File: src/rtl/adc_cal_pkg.sv
package adc_cal_pkg;
  parameter int unsigned DATA_W = 16;
  parameter int unsigned CODE_W = 3;
  parameter int unsigned N_COEF = 4;
  parameter int unsigned CTRL_W = 8;
  parameter logic [7:0]  CTRL_RST = 8'h1E;

  localparam int unsigned ACC_W  = 2 * DATA_W + 4;
  localparam int unsigned FRAC_W = DATA_W - 1;
  localparam int unsigned SEL_W  = $clog2(N_COEF);
  localparam int unsigned N_STG  = N_COEF / 2;

  typedef logic [DATA_W-1:0]       word_t;
  typedef logic signed [ACC_W-1:0] acc_t;

  localparam word_t UNITY = word_t'(2 ** FRAC_W);
  localparam acc_t  S_MAX = acc_t'(2 ** (DATA_W - 1) - 1);
  localparam acc_t  S_MIN = -acc_t'(2 ** (DATA_W - 1));
  localparam acc_t  U_MAX = acc_t'(2 ** DATA_W - 1);

  function automatic acc_t widen(word_t w, logic bip);
    if (bip) return acc_t'($signed(w));
    return acc_t'($unsigned(w));
  endfunction

  function automatic word_t sat_word(acc_t v, logic bip);
    if (bip) begin
      if (v > S_MAX) return {1'b0, {(DATA_W-1){1'b1}}};
      if (v < S_MIN) return {1'b1, {(DATA_W-1){1'b0}}};
    end else begin
      if (v > U_MAX) return {DATA_W{1'b1}};
      if (v < 0)     return '0;
    end
    return v[DATA_W-1:0];
  endfunction
endpackage

File: src/rtl/adc_cal_ctrl.sv
module adc_cal_ctrl
  import adc_cal_pkg::*;
(
  input  logic              clk_i,
  input  logic              rst_ni,
  input  logic              we_i,
  input  logic [CTRL_W-1:0] wdata_i,
  output logic [CTRL_W-1:0] rdata_o,
  output logic [CODE_W-1:0] code_o,
  output logic [N_COEF-1:0] bypass_o
);
  localparam int unsigned CODE_LSB = CTRL_W - CODE_W;

  logic [CTRL_W-1:1] q;
  logic              unused_rsv;

  assign unused_rsv = wdata_i[0];

  always_ff @(posedge clk_i or negedge rst_ni) begin
    if (!rst_ni)   q <= CTRL_RST[CTRL_W-1:1];
    else if (we_i) q <= wdata_i[CTRL_W-1:1];
  end

  // reserved bit 0 is not stored
  assign rdata_o  = {q, 1'b0};
  assign code_o   = q[CTRL_W-1:CODE_LSB];
  assign bypass_o = q[N_COEF:1];


  ctrl_readback_chk: assert property (@(posedge clk_i) disable iff (!rst_ni)
    we_i |=> rdata_o[CTRL_W-1:1] == $past(wdata_i[CTRL_W-1:1]));
endmodule

File: src/rtl/adc_cal_coef.sv
module adc_cal_coef
  import adc_cal_pkg::*;
(
  input  logic                         clk_i,
  input  logic                         rst_ni,
  input  logic                         we_i,
  input  logic [SEL_W-1:0]             sel_i,
  input  word_t                        data_i,
  output logic [N_COEF-1:0][DATA_W-1:0] coef_o
);
  for (genvar i = 0; i < N_COEF; i++) begin : g_coef
    // odd slots hold gains, even slots hold offsets
    localparam word_t RST_VAL = (i % 2 == 1) ? UNITY : '0;
    always_ff @(posedge clk_i or negedge rst_ni) begin
      if (!rst_ni)                                  coef_o[i] <= RST_VAL;
      else if (we_i && sel_i == SEL_W'(i))          coef_o[i] <= data_i;
    end
  end


  coef_load_chk: assert property (@(posedge clk_i) disable iff (!rst_ni)
    we_i |=> coef_o[$past(sel_i)] == $past(data_i));
endmodule

File: src/rtl/adc_cal_stage.sv
module adc_cal_stage
  import adc_cal_pkg::*;
(
  input  logic  clk_i,
  input  logic  rst_ni,
  input  logic  bipolar_i,
  input  logic  valid_i,
  input  word_t data_i,
  input  word_t off_i,
  input  word_t gain_i,
  input  logic  off_en_i,
  input  logic  gain_en_i,
  output logic  valid_o,
  output word_t data_o
);
  acc_t  x_w, off_w, gain_w, prod;
  word_t res;

  always_comb begin
    x_w    = widen(data_i, bipolar_i);
    off_w  = off_en_i  ? acc_t'($signed(off_i))    : '0;
    gain_w = gain_en_i ? acc_t'($unsigned(gain_i)) : acc_t'($unsigned(UNITY));
    prod   = (x_w - off_w) * gain_w;
    res    = sat_word(prod >>> FRAC_W, bipolar_i);
  end

  always_ff @(posedge clk_i or negedge rst_ni) begin
    if (!rst_ni) begin
      valid_o <= 1'b0;
      data_o  <= '0;
    end else begin
      valid_o <= valid_i;
      if (valid_i) data_o <= res;
    end
  end


  stage_bypass_chk: assert property (@(posedge clk_i) disable iff (!rst_ni)
    (valid_i && !off_en_i && !gain_en_i) |=> data_o == $past(data_i));
endmodule

File: src/rtl/adc_dgain.sv
module adc_dgain
  import adc_cal_pkg::*;
(
  input  logic              clk_i,
  input  logic              rst_ni,
  input  logic              bipolar_i,
  input  logic [CODE_W-1:0] code_i,
  input  logic              valid_i,
  input  word_t             data_i,
  output logic              valid_o,
  output word_t             data_o
);
  acc_t  shifted;
  word_t res;

  always_comb begin
    shifted = widen(data_i, bipolar_i) <<< code_i;
    res     = sat_word(shifted, bipolar_i);
  end

  always_ff @(posedge clk_i or negedge rst_ni) begin
    if (!rst_ni) begin
      valid_o <= 1'b0;
      data_o  <= '0;
    end else begin
      valid_o <= valid_i;
      if (valid_i) data_o <= res;
    end
  end


  unity_gain_chk: assert property (@(posedge clk_i) disable iff (!rst_ni)
    (valid_i && code_i == '0) |=> data_o == $past(data_i));


  sign_keep_chk: assert property (@(posedge clk_i) disable iff (!rst_ni)
    (valid_i && bipolar_i) |=> data_o[DATA_W-1] == $past(data_i[DATA_W-1]));
endmodule

File: src/rtl/adc_cal_path.sv
module adc_cal_path
  import adc_cal_pkg::*;
(
  input  logic              clk_i,
  input  logic              rst_ni,
  input  logic              bipolar_i,
  input  logic              in_valid_i,
  input  logic [15:0]       in_data_i,
  input  logic              coef_we_i,
  input  logic [1:0]        coef_sel_i,
  input  logic [15:0]       coef_data_i,
  input  logic              ctrl_we_i,
  input  logic [7:0]        ctrl_wdata_i,
  output logic [7:0]        ctrl_rdata_o,
  output logic              out_valid_o,
  output logic [15:0]       out_data_o
);
  logic [CODE_W-1:0]             code_w;
  logic [N_COEF-1:0]             bypass_w;
  logic [N_COEF-1:0][DATA_W-1:0] coef_w;
  logic [N_STG:0]                v_chain;
  logic [N_STG:0][DATA_W-1:0]    d_chain;

  adc_cal_ctrl u_ctrl (
    .clk_i    (clk_i),
    .rst_ni   (rst_ni),
    .we_i     (ctrl_we_i),
    .wdata_i  (ctrl_wdata_i),
    .rdata_o  (ctrl_rdata_o),
    .code_o   (code_w),
    .bypass_o (bypass_w)
  );

  adc_cal_coef u_coef (
    .clk_i  (clk_i),
    .rst_ni (rst_ni),
    .we_i   (coef_we_i),
    .sel_i  (coef_sel_i),
    .data_i (coef_data_i),
    .coef_o (coef_w)
  );

  assign v_chain[0] = in_valid_i;
  assign d_chain[0] = in_data_i;

  // stage 0: self-cal pair, stage 1: system pair
  for (genvar g = 0; g < N_STG; g++) begin : g_stg
    adc_cal_stage u_stg (
      .clk_i     (clk_i),
      .rst_ni    (rst_ni),
      .bipolar_i (bipolar_i),
      .valid_i   (v_chain[g]),
      .data_i    (d_chain[g]),
      .off_i     (coef_w[2*g]),
      .gain_i    (coef_w[2*g+1]),
      .off_en_i  (!bypass_w[2*g]),
      .gain_en_i (!bypass_w[2*g+1]),
      .valid_o   (v_chain[g+1]),
      .data_o    (d_chain[g+1])
    );
  end

  adc_dgain u_dgain (
    .clk_i     (clk_i),
    .rst_ni    (rst_ni),
    .bipolar_i (bipolar_i),
    .code_i    (code_w),
    .valid_i   (v_chain[N_STG]),
    .data_i    (d_chain[N_STG]),
    .valid_o   (out_valid_o),
    .data_o    (out_data_o)
  );


  lat_hit_chk: assert property (@(posedge clk_i) disable iff (!rst_ni)
    in_valid_i |-> ##3 out_valid_o);


  lat_idle_chk: assert property (@(posedge clk_i) disable iff (!rst_ni)
    !in_valid_i |-> ##3 !out_valid_o);
endmodule

File: config.mk
export PLATFORM = sky130hd
export DESIGN_NAME = adc_cal_path
export DESIGN_NICKNAME = d
export VERILOG_FILES = /design/src/rtl/adc_cal_pkg.sv /design/src/rtl/adc_cal_ctrl.sv /design/src/rtl/adc_cal_coef.sv /design/src/rtl/adc_cal_stage.sv /design/src/rtl/adc_dgain.sv /design/src/rtl/adc_cal_path.sv
export SDC_FILE = /design/constraint.sdc
export NUM_CORES = 2
export LEC_CHECK = 0
export CAP_MARGIN = 10
export CORE_ASPECT_RATIO = 1.1
export CORE_MARGIN = 2
export CORE_UTILIZATION = 45
export DETAILED_ROUTE_END_ITERATION = 16
export GPL_TIMING_DRIVEN = 0
export SETUP_SLACK_MARGIN = 0.5
export SLEW_MARGIN = 20
export SYNTH_ARGS = -nofsm -noshare
export SYNTH_HDL_FRONTEND = slang
export SYNTH_SLANG_ARGS = --single-unit
File: constraint.sdc
create_clock -name clk_i -period 11.3 [get_ports clk_i]
set_input_delay 2.26 -clock clk_i [delete_from_list [all_inputs] [get_ports clk_i]]
set_output_delay 2.26 -clock clk_i [all_outputs]
set_load 0.005 [all_outputs]
==> results.sh <==
export IMPL_routed_wirelength_um=105000
export IMPL_grt_remaining_overflow=0
export IMPL_vertical_die_dimension_um=293
export IMPL_netlist_instances=3933
export IMPL_dp_worst_setup_slack_ns=-1.63
export IMPL_holdCritStartpoint="g_stg[1].u_stg.valid_o"
export IMPL_cts_buffers_inserted=17
export IMPL_worstHoldEndpoint="u_dgain.valid_o"
export IMPL_crit_arrival_ns=11.04
export IMPL_synth_compound_gate_area_share_pct=6.88
export IMPL_synth_area_mux_share_pct=3.08
export IMPL_final_min_period_over_clock_period_pct=94.9
export IMPL_report_final_hold_viol_count=0
export IMPL_finalClockSkew_ns=0.0245
export IMPL_mapped_area_um2=34100
export IMPL_critical_path_most_common_cell="fa_1"
export IMPL_grt_antenna_before_repair=2
export IMPL_worst_margin_slew_ns=1.16
export IMPL_global_route_wire_length_before_repair_um=163000
export IMPL_globalRouteTotalUtil_pct=28.0
export IMPL_synth_distinct_cells=82
export IMPL_synth_xor_area_share_pct=3.73
export IMPL_syn_avg_cell_area_um2=8.67
export IMPL_critPathSlowestCell="fa_1"
export IMPL_dpl_cell_area_um2=36100
export IMPL_fin_ws_ns=0.579
export IMPL_layout_cells_most_common_list="inv_1, fa_1, nand2_1"
export IMPL_min_path_type="register to register"
export IMPL_die_width_um=266
export IMPL_worstReg2RegStart="u_ctrl.q[3]"
export IMPL_r2r_end="g_stg[1].u_stg.data_o[5]"
export IMPL_layout_cells_most_common="inv_1"
export IMPL_synth_largest_area_cell="fa_1"
export IMPL_hold_ws_ns=0.396
export IMPL_number_of_routed_nets_with_antenna_violations=0
export IMPL_routabilityCongestion=0.944
export IMPL_synth_nets=4913
export IMPL_status="complete, no violations"
export IMPL_proportion_of_layout_cells_with_a_drive_suffix_above_1_pct=8.07
export IMPL_cts_hold_repair_buffers=0
export IMPL_synthSimpleGateAreaFrac_pct=14.1
export IMPL_dieArea_um2=78000
export IMPL_timing_critical_path_max_delay_family="adder cells"
export IMPL_initial_core_util_pct=45.6
export IMPL_max_slew_margin_rel_pct=22.4
export IMPL_rows=105
export IMPL_biggest_area_contributors_in_the_synthesized_netlist="fa_1, inv_1, dfrtp_1, ha_1, nand2_1"
export IMPL_drt_drc_violations_left=0
export IMPL_ctsRootBufferMaster="clkbuf_16"
export IMPL_max_cap_violations=0
export IMPL_area_delta_synth_final_pct=11.3
export IMPL_synth_adder_area_share_pct=50.1
export IMPL_tritoncts="built"
export IMPL_wl_per_cell_um=20.8
export IMPL_final_design_area_no_fill_um2=37900
export IMPL_total_number_of_vias=26600
export IMPL_grt_start_max_net_pins=83
export IMPL_vias_per_cell=5.27
export IMPL_clk_insertion_delay_late_ns=0.47
export IMPL_cts_htree_levels=4
export IMPL_timing_final_setup_violations=0
export IMPL_r2r_worst_path_cells=33
export IMPL_number_of_sinks_driven_by_the_clock_tree=122
export IMPL_async_flop_share_pct=100
export IMPL_port_buffers=69
export IMPL_via_count_of_the_first_global_routing_pass=28100
export IMPL_clock_input_transition_at_the_sequential_cells_of_the_worst_setup_and_hold_paths_ns=0.07
export IMPL_synth_seq_area_share_pct=8.98
export IMPL_synth_edf_count=0
export IMPL_drtIter0Drc=1775
export IMPL_floorplan_io_pins=73
export IMPL_r2r_setup_slack_ns=1.11
export IMPL_synth_top_flop_cell="dfrtp_1"
export IMPL_worst_path_max_fanout=6
export IMPL_cp_start_kind="input pin"
export IMPL_placeableCoreArea_um2=74800
export IMPL_hpwlAfterDp_um=87500
export IMPL_worstPathBufferInverterCount=9
export IMPL_critical_path_class="input pin to register"
export IMPL_synth_top_family_by_area="adder cells"
export IMPL_rsz0062_at_grt="yes"
export IMPL_worst_endpoint_required_time_ns=11.62
export IMPL_clk_path_buf_depth=2
export IMPL_longest_individual_stage_delay_on_the_worst_path_ns=0.60
export IMPL_fin_nets=5055
export IMPL_synth_warning_count=0
export IMPL_postLayoutCoreUtil_pct=50.8
export IMPL_post_route_min_period_ns=10.72
export IMPL_synthDominantCellAreaShare_pct=42.3
export IMPL_min_path_cells=0
export IMPL_yosys_reg_bits=122
export IMPL_detailedRoute_firstPassIterationCount=5
export IMPL_achievable_frequency_ghz=0.0933
export IMPL_setup_worst_path_end_class="register"
export IMPL_final_max_slew_violation_count=0
[synthesized netlist by cell type, drive strengths merged, types with 6 or more instances]
| library cell | number |
|---|---|
| a211o | 9 |
| a211oi | 18 |
| a21o | 35 |
| a21oi | 76 |
| a221o | 17 |
| a31oi | 7 |
| and2 | 11 |
| and3 | 7 |
| buf | 14 |
| clkbuf | 151 |
| dfrtp | 116 |
| dfstp | 6 |
| fa | 720 |
| ha | 212 |
| inv | 1032 |
| mux2 | 70 |
| mux2i | 17 |
| nand2 | 517 |
| nand2b | 88 |
| nand3 | 17 |
| nand4 | 6 |
| nor2 | 366 |
| nor2b | 54 |
| nor3 | 25 |
| nor3b | 6 |
| o211ai | 15 |
| o21a | 12 |
| o21ai | 52 |
| o21bai | 6 |
| o22a | 17 |
| o22ai | 17 |
| o31a | 7 |
| or2 | 6 |
| xnor2 | 95 |
| xor2 | 39 |
[worst max-delay path by stage]
| stage | start | to | slack [ns] | cells after the start |
|---|---|---|---|---|
| 6_report | in_data_i[7] | g_stg[0].u_stg.data_o[3] | 0.58 | 36 |
| 4_1_cts | in_data_i[0] | g_stg[0].u_stg.data_o[1] | 0.51 | 40 |
| 3_3_place_gp | in_data_i[5] | g_stg[0].u_stg.data_o[10] | -2.59 | 34 |
| 5_1_grt | in_data_i[0] | g_stg[0].u_stg.data_o[12] | 0.33 | 39 |
| 2_1_floorplan | in_data_i[5] | g_stg[0].u_stg.data_o[12] | 0.52 | 33 |
| 3_5_place_dp | in_data_i[5] | g_stg[0].u_stg.data_o[10] | -1.63 | 34 |
[stage by stage]
stage / cells / setup TNS (ns)
global placement: 4965 / -59.01
finish: 5052 / 0
CTS: 5033 / 0
floorplan: 3933 / 0
global route: 5051 / 0
detailed placement: 4968 / -44.88
[per-layer routing]
metal  vias up  part of all wire (%)  wire length [um]  global-route usage, %
li1      11900                     -                 -                      -
met1     13600                    39             40900                   35.0
met2       895                    49             51300                   47.9
met3       223                   6.1              6360                   3.42
met4         2                   6.0              6340                   14.3
met5         -                 0.012                13                      0
[final cells by class]
cell class              count  area (um2)
plain buffers             165         766
fillers                  7156       36800
well taps                 963        1200
clock inverters            15         178
multi-input cells        2614       27300
clock buffers              17         425
diodes                      1        2.50
repair buffers            123        1160
flip-flops and latches    122        3060
inverters                1032        3880
[worst reg2reg max path: cells and delay by family (launching register included)]
family | cells | cell delay (ns)
adders and majority gates | 8 | 3.67
AOI/OAI and AO/OA | 11 | 2.44
and+or+nand+nor | 6 | 1.68
xor gates and xnor gates | 2 | 0.95
buffers and inverters | 6 | 0.70
DFF | 1 | 0.62
[what timing repair did]
action / in CTS / in global routing
setup buffers: 32 / 17
pin swaps: 45 / 52
gates cloned: 1 / 1
setup endpoints to repair: 32 / 32
gates resized for setup: 131 / 119
[kinds of logic after synthesis]
kind of cell               count (synthesis)
buffers and inverters                   1197
xor gates and xnor gates                 138
AOI/OAI and AO/OA                        331
adders and majority gates                932
other                                      1
muxes                                     91
DFF                                      122
and+or+nand+nor                         1121
[state kept, by name (all words and copies together) (netlist names)]
| name | cells |
|---|---|
| u_dgain.data_o | 16 |
| g_stg.u_stg.data_o | 32 |
| u_ctrl.q | 7 |
| g_stg.u_stg.valid_o | 2 |
| u_coef.coef_o | 64 |
| u_dgain.valid_o | 1 |
Power is left out: the tool's default activity adds up to more than one toggle a clock period on the data nets, which glitch-free logic cannot reach.
